### src/rtl/clkout_pkg.sv
package clkout_pkg;

    typedef enum logic {
        CKM_DIRECT  = 1'b0,
        CKM_DIVIDED = 1'b1
    } clk_mode_e;

    function automatic clk_mode_e mode_from_zero(input logic limit_is_zero);
        return limit_is_zero ? CKM_DIRECT : CKM_DIVIDED;
    endfunction

endpackage

### src/rtl/clkout_divider.sv
module clkout_divider #(
    parameter int DIV_W = 8
) (
    input  logic             clk,
    input  logic             rst,
    input  logic [DIV_W-1:0] div_in,
    output logic [DIV_W-1:0] cnt_q,
    output logic [DIV_W-1:0] lim_q,
    output logic             ph_q,
    output logic             fall_wrap
);
    logic wrap;
    logic direct_now;

    always_comb begin
        direct_now = (lim_q == '0);
        wrap       = direct_now || (cnt_q == DIV_W'(lim_q - 1'b1));
        fall_wrap  = wrap && ph_q;
    end

    always_ff @(posedge clk) begin
        if (rst) begin
            cnt_q <= '0;
            lim_q <= '0;
            ph_q  <= 1'b0;
        end else if (wrap) begin
            cnt_q <= '0;
            lim_q <= div_in;
            ph_q  <= (div_in != '0) && !direct_now && !ph_q;
        end else begin
            cnt_q <= cnt_q + 1'b1;
        end
    end
endmodule

### src/rtl/clkout_gate.sv
module clkout_gate
    import clkout_pkg::*;
(
    input  logic      clk,
    input  logic      rst,
    input  logic      want,
    input  clk_mode_e mode,
    input  logic      fall_wrap,
    output logic      run_q,
    output logic      direct_en_q
);
    always_ff @(posedge clk) begin
        if (rst)
            run_q <= 1'b0;
        else if (mode == CKM_DIRECT || fall_wrap)
            run_q <= want;
    end

    always_ff @(negedge clk) begin
        if (rst)
            direct_en_q <= 1'b0;
        else
            direct_en_q <= run_q && (mode == CKM_DIRECT);
    end
endmodule

### src/rtl/clkout_gen.sv
module clkout_gen
    import clkout_pkg::*;
#(
    parameter int DIV_W = 8
) (
    input  logic             ref_clk,
    input  logic             rst,
    input  logic [DIV_W-1:0] div_setting,
    input  logic             host_configured,
    input  logic             host_suspended,
    output logic             clk_pin
);
    logic [DIV_W-1:0] cnt_q;
    logic [DIV_W-1:0] lim_q;
    logic             ph_q;
    logic             fall_wrap;
    logic             run_q;
    logic             direct_en_q;
    logic             want;
    clk_mode_e        mode;

    always_comb begin
        want = host_configured && !host_suspended;
        mode = mode_from_zero(lim_q == '0);
    end

    clkout_divider #(.DIV_W(DIV_W)) i_div (
        .clk       (ref_clk),
        .rst       (rst),
        .div_in    (div_setting),
        .cnt_q     (cnt_q),
        .lim_q     (lim_q),
        .ph_q      (ph_q),
        .fall_wrap (fall_wrap)
    );

    clkout_gate i_gate (
        .clk         (ref_clk),
        .rst         (rst),
        .want        (want),
        .mode        (mode),
        .fall_wrap   (fall_wrap),
        .run_q       (run_q),
        .direct_en_q (direct_en_q)
    );

    always_comb clk_pin = (ref_clk & direct_en_q) | (run_q & ph_q);
endmodule

### config.mk
export PLATFORM = sky130hd
export DESIGN_NAME = clkout_gen
export DESIGN_NICKNAME = d
export VERILOG_FILES = /design/src/rtl/clkout_pkg.sv /design/src/rtl/clkout_divider.sv /design/src/rtl/clkout_gate.sv /design/src/rtl/clkout_gen.sv
export SDC_FILE = /design/constraint.sdc
export NUM_CORES = 1
export LEC_CHECK = 0
export ABC_AREA = 1
export CELL_PAD_IN_SITES_DETAIL_PLACEMENT = 1
export CELL_PAD_IN_SITES_GLOBAL_PLACEMENT = 2
export CORE_MARGIN = 1.5
export CORE_UTILIZATION = 30
export DETAILED_ROUTE_END_ITERATION = 8
export DONT_BUFFER_PORTS = 1
export GPL_TIMING_DRIVEN = 0
export PLACE_DENSITY = 0.77
export SYNTH_ARGS = -nofsm -noshare
export SYNTH_HDL_FRONTEND = slang
export SYNTH_HIERARCHICAL = 1
export SYNTH_SLANG_ARGS = --single-unit
### constraint.sdc
create_clock -name ref_clk -period 1.75 [get_ports ref_clk]
set_input_delay 0.175 -clock ref_clk [delete_from_list [all_inputs] [get_ports ref_clk]]
set_output_delay 0.175 -clock ref_clk [all_outputs]
set_load 0.02 [all_outputs]
==> results.cfg, run 1 <==
[synth]
yosys_warnings = 6
synth_compound_area_share_pct = 2.14
ys_async_sr_fraction_pct = 0
synth_top_family_by_area = simple AND/OR/NAND/NOR gates
synth_mux_area_share_pct = 0
ys_ff_latch = 19
syn_avg_cell_area_um2 = 6.16
yosysUniqueCellTypes = 22
yosys_most_used_dff = dfxtp_1
synthAdderAreaFrac_pct = 2.04
synth-xor-area-share_pct = 5.00
syn_inst = 199
seq_area_frac_synth_pct = 31.0
synthSimpleGateAreaFrac_pct = 47.4
syn_area_um2 = 1230
synth_nets = 213
synth_edf_count = 0

[critical_path]
cp-start-kind = flip-flop
crit_path_end_kind = output port
worst-path-buf-inv = 0
cp_max_fo = 1
worstPathArrival_ns = 1.77
crit_slowest_cell = dfxtp_2
required_ns = 1.57
path_cells = nand2_2, nand2_4
critical-path-max-stage-delay_ns = 0.32
crit_family = flip-flops
worst-setup-path-type = flip-flop to output port

[clock_tree]
cts_tree = done
clk_pin_slew_ns = 0.08
clk_latency_ns = 0.44

[global_route]
grt_first_pass_wirelength_um = 5820
grt_max_degree = 11
grt_antenna_before_repair = 0
grt_pass1_vias = 1368
grt_use_total_pct = 17.4
overflow = 0

[final_layout]
diodes = 0
layout_common_cells = nand2_1 (53), inv_1 (30), nor2_1 (20), nor2_2 (18), dfxtp_1 (15)
drive_gt1_share_pct = 30.9
final_cells = 273
final_common_cell = nand2_1
syn_to_final_growth_pct = 35.0
nets = 238
final_util_pct = 41.7

[sta]
finalHoldViolCount = 0
relSlewSlack_pct = 66.2
setup_tns_ns = -2.79
worst_pin_slew_ns = 0.502
finalWorstSetupSlack_ns = -0.199
slew_violations = 0
rsz0062_at_grt = true
setup_viol = 21
fin_skew_ns = 0.0847

[placement]
dp.cells = 249
place.gp.congestion = 0.827
dp.final_hpwl_um = 2540
numPortBuffers = 0
dpl_worst_slack_ns = -0.285

[route]
drc = 0
drt_iter0_drc = 20
drtPass1Iterations = 4
viasPerCell = 4.54
vias = 1239
wl_um = 3480
wl_per_cell_um = 12.8
drtAntennaViolNets = 0

[floorplanning]
dieArea_um2 = 4480
rows = 23
die_w_um = 66.9
die_h_um = 66.9
start_util_pct = 30.9
io-pin-count = 13
core-area_um2 = 3970

[pwr]
p_leak_nw = 0.795
power_density_nw_per_um2 = 1610
vdd_drop_max_v = 0.000612
totalPowerFinal_mw = 2.67

[flow_run]
max_cap_violations = 0

[min_path]
worstHoldPathType = primary input to flip-flop

[status]
failed_checks = negative setup slack
status = finished with violations
==> state kept, by name (all words and copies together) (netlist names) <==
signal / cells
i_div/lim_q: 8
i_div/cnt_q: 8
i_gate/run_q: 1
i_div/ph_q: 1
i_gate/direct_en_q: 1
==> through the flow <==
step / hold WS (ns) / instance area, µm²
detailed placement: 0.241 / 1310
global placement: 0.240 / 1310
global route: 0.0299 / 1660
finish: 0.00978 / 1660
CTS: 0.0167 / 1600
floorplan: 0.237 / 1240
==> layer usage <==
metal	GRT usage, %	wire, µm	vias up
li1	-	-	640
met1	19.8	1580	582
met2	30.9	1790	13
met3	4.90	74	4
met4	5.61	33	0
met5	0	0	-
==> logic make-up (layout without fill, tap and decap cells) <==
family          after synthesis  after routing
flops                        19             19
compound gates                4              4
fa+ha+maj                     2              2
simple gates                128            128
xor+xnor                      7              7
buf+inv                      39             63
==> where the power goes <==
part	leakage [nW]	total, mW	internal (mW)	switching (mW)
combinational	0.575	1.52	0.591	0.925
clock	0.0630	0.508	0.307	0.201
sequential	0.157	0.642	0.531	0.111
total	0.795	2.67	1.43	1.24
==> worst paths after layout <==
path              slack, ns                     startpoint  depth (start not counted)                         to
setup reg to reg      -0.17    i_div/lim_q[1]$_SDFFE_PP0P_                         16  i_div/cnt_q[7]$_SDFF_PP0_
hold reg to reg        0.49      i_div/cnt_q[0]$_SDFF_PP0_                          1  i_div/cnt_q[0]$_SDFF_PP0_
hold / removal         0.01                 host_suspended                          3  i_gate/run_q$_SDFFE_PP0P_
setup / recovery      -0.20  i_gate/direct_en_q$_SDFF_NP0_                          2                    clk_pin
==> layout make-up <==
cell class / instances / area, µm²
clock inverters: 2 / 7.51
fillers: 534 / 2320
clock buffers: 6 / 82.6
repair buffers: 17 / 154
multi-input cells: 141 / 811
flip-flops and latches: 19 / 385
inverters: 38 / 153
well taps: 50 / 62.6
==> cells in the mapped netlist (3+ instances only) <==
master | count | share of area [%]
dfxtp_1 | 19 | 31
inv_1 | 35 | 11
nand2_1 | 57 | 17
nand2_2 | 3 | 1.5
nand3_1 | 19 | 7.8
nor2_1 | 32 | 9.8
nor2_2 | 8 | 4.1
xor2_1 | 6 | 4.3
==> worst reg2reg max path: cells and delay by family (launching register included) <==
kind	cells	cell delay, ns
buf+inv	4	0.25
simple gates	11	0.96
flops	1	0.34
fa+ha+maj	1	0.26
==> repair_timing <==
action,CTS,global route
endpoints found under the setup margin,21,21
pin swaps,16,10
endpoints found under the hold margin,9,0
hold buffers,9,0
buffers inserted,9,3
gates resized for setup,20,19
No activity file was read; power rests on OpenSTA's default activity.
==> inputs of run 2 (changes only) <==
REMOVE_ABC_BUFFERS = 1   (was unset)
==> results.cfg, run 2 (synthesis gave the netlist of run 1 again) <==
[clock_tree]
clk_latency_ns = 0.45
cts_tree = done
clk_pin_slew_ns = 0.08

[global_route]
grt_max_degree = 11
grt_use_total_pct = 18.4
grt_antenna_before_repair = 0
overflow = 0
grt_pass1_vias = 1352
grt_first_pass_wirelength_um = 6020

[critical_path]
path_cells = nand2_2, nand2_4
crit_slowest_cell = dfxtp_2
reg2reg_to = i_div/cnt_q[6]$_SDFF_PP0_
rrSetupSlack_ns = -0.16
critPathLaunch = i_gate/direct_en_q$_SDFF_NP0_
cp_max_fo = 1
worstPathArrival_ns = 1.79
r2r_cells = 16
required_ns = 1.57
critical-path-max-stage-delay_ns = 0.31
crit_family = flip-flops
cp-start-kind = flip-flop
worst-setup-path-type = flip-flop to output port
worst-path-buf-inv = 0
crit_path_end_kind = output port
reg2reg_from = i_div/lim_q[1]$_SDFFE_PP0P_

[final_layout]
diodes = 0
reg_top3 = i_div/cnt_q (8), i_div/lim_q (8)
final_util_pct = 43.6
syn_to_final_growth_pct = 41.3
nFillCells = 535
nets = 242
seqCellArea_um2 = 387
drive_gt1_share_pct = 33.9
design_area_um2 = 1730
final_cells = 277
multi_input_area_um2 = 836
final_common_cell = nand2_1
layout_common_cells = nand2_1 (50), inv_1 (28), nor2_1 (19), nor2_2 (16)

[pwr]
p_sw_share_pct = 46.4
switching_power_mw = 1.34
clock_power_share_pct = 17.9
power_density_nw_per_um2 = 1670
vdd_drop_max_v = 0.000704
p_leak_nw = 0.819
totalPowerFinal_mw = 2.89
power.internal_mw = 1.55
p_comb_share_pct = 59.5
seq_power_share_pct = 22.6

[sta]
rsz0062_at_grt = true
holdWs_ns = 0.0100
finalHoldViolCount = 0
relSlewSlack_pct = 66.0
worst_pin_slew_ns = 0.506
setup_tns_ns = -2.57
fin_skew_ns = 0.0783
setup_viol = 21
slew_violations = 0
finalWorstSetupSlack_ns = -0.212

[status]
status = finished with violations
failed_checks = negative setup slack

[route]
wl_um = 3900
drtPass1Iterations = 4
drtAntennaViolNets = 0
vias = 1329
drt_iter0_drc = 49
drc = 0
viasPerCell = 4.80
wl_per_cell_um = 14.1

[min_path]
worstHoldPathType = primary input to flip-flop
hold-path-endpoint = i_gate/run_q$_SDFFE_PP0P_
hp-start = host_suspended
holdPathStages = 3

[flow_run]
max_cap_violations = 0

[floorplanning]
core-area_um2 = 3970
die_w_um = 66.9
die_h_um = 66.9
start_util_pct = 30.9
io-pin-count = 13
dieArea_um2 = 4480
rows = 23

[placement]
dpl_worst_slack_ns = -0.389
dp.final_hpwl_um = 2510
numPortBuffers = 0
dp.cells = 249
post_dp_cell_area_um2 = 1290
place.gp.congestion = 0.755
## run 2: worst max path at each step
stage | depth (start not counted) | end | slack, ns
6_report | 2 | clk_pin | -0.21
5_1_grt | 18 | i_gate/run_q$_SDFFE_PP0P_ | -0.31
2_1_floorplan | 17 | i_gate/run_q$_SDFFE_PP0P_ | -0.07
3_5_place_dp | 17 | i_gate/run_q$_SDFFE_PP0P_ | -0.39
3_3_place_gp | 17 | i_gate/run_q$_SDFFE_PP0P_ | -0.34
4_1_cts | 2 | clk_pin | -0.24
## run 2: cell type report
cell class / count / share of cell area [%]
Timing Repair Buffer: 21 / 11.6
Clock buffer: 7 / 4.98
Sequential cell: 19 / 22.3
Clock inverter: 1 / 0.217
Tap cell: 50 / 3.61
Inverter: 38 / 9.10
Multi-Input combinational cell: 141 / 48.2
## run 2: per-layer routing
metal  wire length [µm]  GRT usage [%]  up-vias
met5                  0              0        -
met2               1920           31.3       30
met1               1770           22.6      636
met4                 72           6.38        0
met3                141           4.39       10
li1                   -              -      653
## run 2: worst register-to-register path, cell delays in order (launching register included)
cell     delay (ns)
dfxtp_2        0.35
inv_2          0.05
ha_4           0.26
inv_2          0.03
nand2_2        0.05
nand2_2        0.05
nor2_2         0.10
nand3_1        0.07
nor2_1         0.11
nand2_1        0.10
nor2_4         0.13
nand2_4        0.08
nand2_4        0.09
buf_12         0.12
inv_12         0.05
nand2_8        0.10
nor2_1         0.06
## run 2: repair_timing
item | in CTS | in global routing
setup buffers | 9 | 4
endpoints found under the setup margin | 21 | 21
hold buffers | 9 | 0
pin swaps | 15 | 13
endpoints found under the hold margin | 9 | 0
resized for setup | 34 | 23
## run 2: power groups by stage
stage | Combinational [mW] | Sequential [mW] | Clock [mW]
2_1_floorplan | 0.946 | 0.611 | 0.0118
3_3_place_gp | 1.12 | 0.642 | 0.0118
3_5_place_dp | 1.17 | 0.644 | 0.0118
4_1_cts | 1.47 | 0.644 | 0.520
5_1_grt | 1.91 | 0.666 | 0.544
6_report | 1.72 | 0.651 | 0.516
==> inputs of run 3 (changes only) <==
CORE_UTILIZATION = 31   (was 30)
PLACE_DENSITY = 0.76   (was 0.77)
SYNTH_HIERARCHICAL = unset   (was 1)
==> results.cfg, run 3 <==
[status]
status = finished with violations
failed_checks = negative setup slack

[route]
drtAntennaViolNets = 0
viasPerCell = 4.65
vias = 1102
wl_um = 3130
drtPass1Iterations = 4
wl_per_cell_um = 13.2
drc = 0
drt_iter0_drc = 15

[critical_path]
rrSetupSlack_ns = -0.21
worst-setup-path-type = flip-flop to flip-flop
reg2reg_to = i_gate.direct_en_q$_SDFF_NP0_
cp_common_cell = inv_2
path_cells = inv_2, ha_4, inv_2, nor2_4, nand3_4, nor2_4, inv_2, nor3_2
cp_max_fo = 2
crit_path_end_kind = flip-flop
cp-start-kind = flip-flop
worstPathArrival_ns = 1.44
crit_family = simple AND/OR/NAND/NOR gates
critical-path-max-stage-delay_ns = 0.33
worst-path-buf-inv = 3
r2r_cells = 8
crit_slowest_cell = dfxtp_2
reg2reg_from = i_div.lim_q[0]$_SDFFE_PP0P_
required_ns = 1.23

[sta]
setup_viol = 21
relSlewSlack_pct = 67.3
slew_violations = 0
holdWs_ns = 0.0312
setup_tns_ns = -2.20
worst_pin_slew_ns = 0.491
finalWorstSetupSlack_ns = -0.210
finalHoldViolCount = 0
rsz0062_at_grt = true
fin_skew_ns = 0.0762

[min_path]
hp-start = host_configured
hold-path-endpoint = i_gate.run_q$_SDFFE_PP0P_
worstHoldPathType = primary input to flip-flop
holdPathStages = 4

[final_layout]
drive_gt1_share_pct = 36.0
nFillCells = 461
layout_common_cells = nand2_1 (38), inv_1 (18), dfxtp_1 (16), nor2_1 (13)
syn_to_final_growth_pct = 37.5
design_area_um2 = 1600
reg_top3 = i_div.cnt_q (8), i_div.lim_q (8)
final_common_cell = nand2_1
nets = 204
diodes = 0

[global_route]
grt_use_total_pct = 17.2
grt_pass1_vias = 1224
grt_antenna_before_repair = 0
overflow = 0
grt_first_pass_wirelength_um = 5260
grt_max_degree = 12

[floorplanning]
die_w_um = 64.2
start_util_pct = 32.0
core-area_um2 = 3630
rows = 22
io-pin-count = 13
die_h_um = 64.2
dieArea_um2 = 4120

[synth]
syn_inst = 165
seq_area_frac_synth_pct = 32.8
yosys_warnings = 0
ys_top_cells_by_area = dfxtp_1 (33%), nand2_1 (14%), nor2_2 (9.2%), inv_1 (7.1%), nor2_1 (4.8%)
yosys_most_used_dff = dfxtp_1
syn_avg_cell_area_um2 = 7.04
synth_top_area_share_pct = 32.8
yosysUniqueCellTypes = 24
syn_area_um2 = 1160
synth_edf_count = 0
ys_ff_latch = 19
yosys-top-cells-count = nand2_1 (42), inv_1 (22), dfxtp_1 (19), nor2_2 (17), nor2_1 (15)
ys_async_sr_fraction_pct = 0
yosysTopAreaCell = dfxtp_1
synth.most_common_cell = nand2_1

[flow_run]
max_cap_violations = 0

[pwr]
totalPowerFinal_mw = 2.70
power_density_nw_per_um2 = 1690
vdd_drop_max_v = 0.00105
p_leak_nw = 0.656

[clock_tree]
clk_latency_ns = 0.44
clk_pin_slew_ns = 0.08
cts_tree = done

[placement]
dpl_worst_slack_ns = -0.670
numPortBuffers = 0
dp.final_hpwl_um = 2030
place.gp.congestion = 0.739
post_dp_cell_area_um2 = 1220
-- run 3: per-layer routing --
| metal | global-route usage [%] | wire length (µm) | up-vias |
|---|---|---|---|
| met5 | 0 | 0 | - |
| li1 | - | - | 564 |
| met2 | 28.8 | 1660 | 15 |
| met1 | 19.3 | 1330 | 516 |
| met3 | 4.23 | 74 | 7 |
| met4 | 10.9 | 63 | 0 |
-- run 3: repair_timing --
item                       in CTS  in global routing
pin swaps                       3                  6
buffers inserted                6                  1
hold endpoints to repair        8                  0
hold buffers                    9                  0
resized for setup              18                 18
cloned                          1                  1
setup endpoints to repair      21                 21
-- run 3: per-stage QoR --
stage	utilization (%)	instances
final	43.9	237
after global placement	33.5	212
after CTS	41.3	235
after detailed placement	33.5	212
after floorplan	-	164
after global routing	43.9	237
-- run 3: cell families (layout without fill, tap and decap cells) --
family	Yosys count	in the layout	share of synthesized area, %
AOI/OAI and AO/OA	15	15	8.30
DFF	19	19	32.8
and+or+nand+nor	99	100	43.7
xor gates and xnor gates	5	5	3.77
adders and majority gates	2	2	2.15
buffers and inverters	25	48	9.27
-- run 3: final cells by class --
cell class,instances,area [µm²],share of cell area [%]
Multi-Input combinational cell,122,805,50.4
Sequential cell,19,384,24.1
Timing Repair Buffer,16,146,9.17
Inverter,23,98.8,6.19
Clock buffer,6,82.6,5.17
Tap cell,48,60.1,3.76
Timing Repair inverter,1,11.3,0.705
Clock inverter,2,8.76,0.549
-- run 3: worst max-delay path by stage --
stage,from,end,slack (ns),cells past startpoint
5_1_grt,i_div.lim_q[0]$_SDFFE_PP0P_,i_gate.direct_en_q$_SDFF_NP0_,-0.30,8
2_1_floorplan,i_div.lim_q[0]$_SDFFE_PP0P_,i_gate.direct_en_q$_SDFF_NP0_,-0.42,8
6_report,i_div.lim_q[0]$_SDFFE_PP0P_,i_gate.direct_en_q$_SDFF_NP0_,-0.21,8
3_5_place_dp,i_div.lim_q[0]$_SDFFE_PP0P_,i_gate.direct_en_q$_SDFF_NP0_,-0.67,8
4_1_cts,i_gate.direct_en_q$_SDFF_NP0_,clk_pin,-0.22,2
3_3_place_gp,i_div.lim_q[0]$_SDFFE_PP0P_,i_gate.direct_en_q$_SDFF_NP0_,-0.62,8
-- run 3: report_power, final --
part	internal, mW	total (mW)	switching, mW
registers	0.528	0.628	0.100
logic	0.581	1.55	0.966
clock network	0.310	0.524	0.214
total	1.42	2.70	1.28
-- run 3: worst reg2reg max path, cell delays in order (launching register included) --
cell and delay [ns]:
dfxtp_2 0.33, inv_2 0.08, ha_4 0.14, inv_2 0.05, nor2_4 0.12, nand3_4 0.11, nor2_4 0.11, inv_2 0.05
nor3_2 0.10
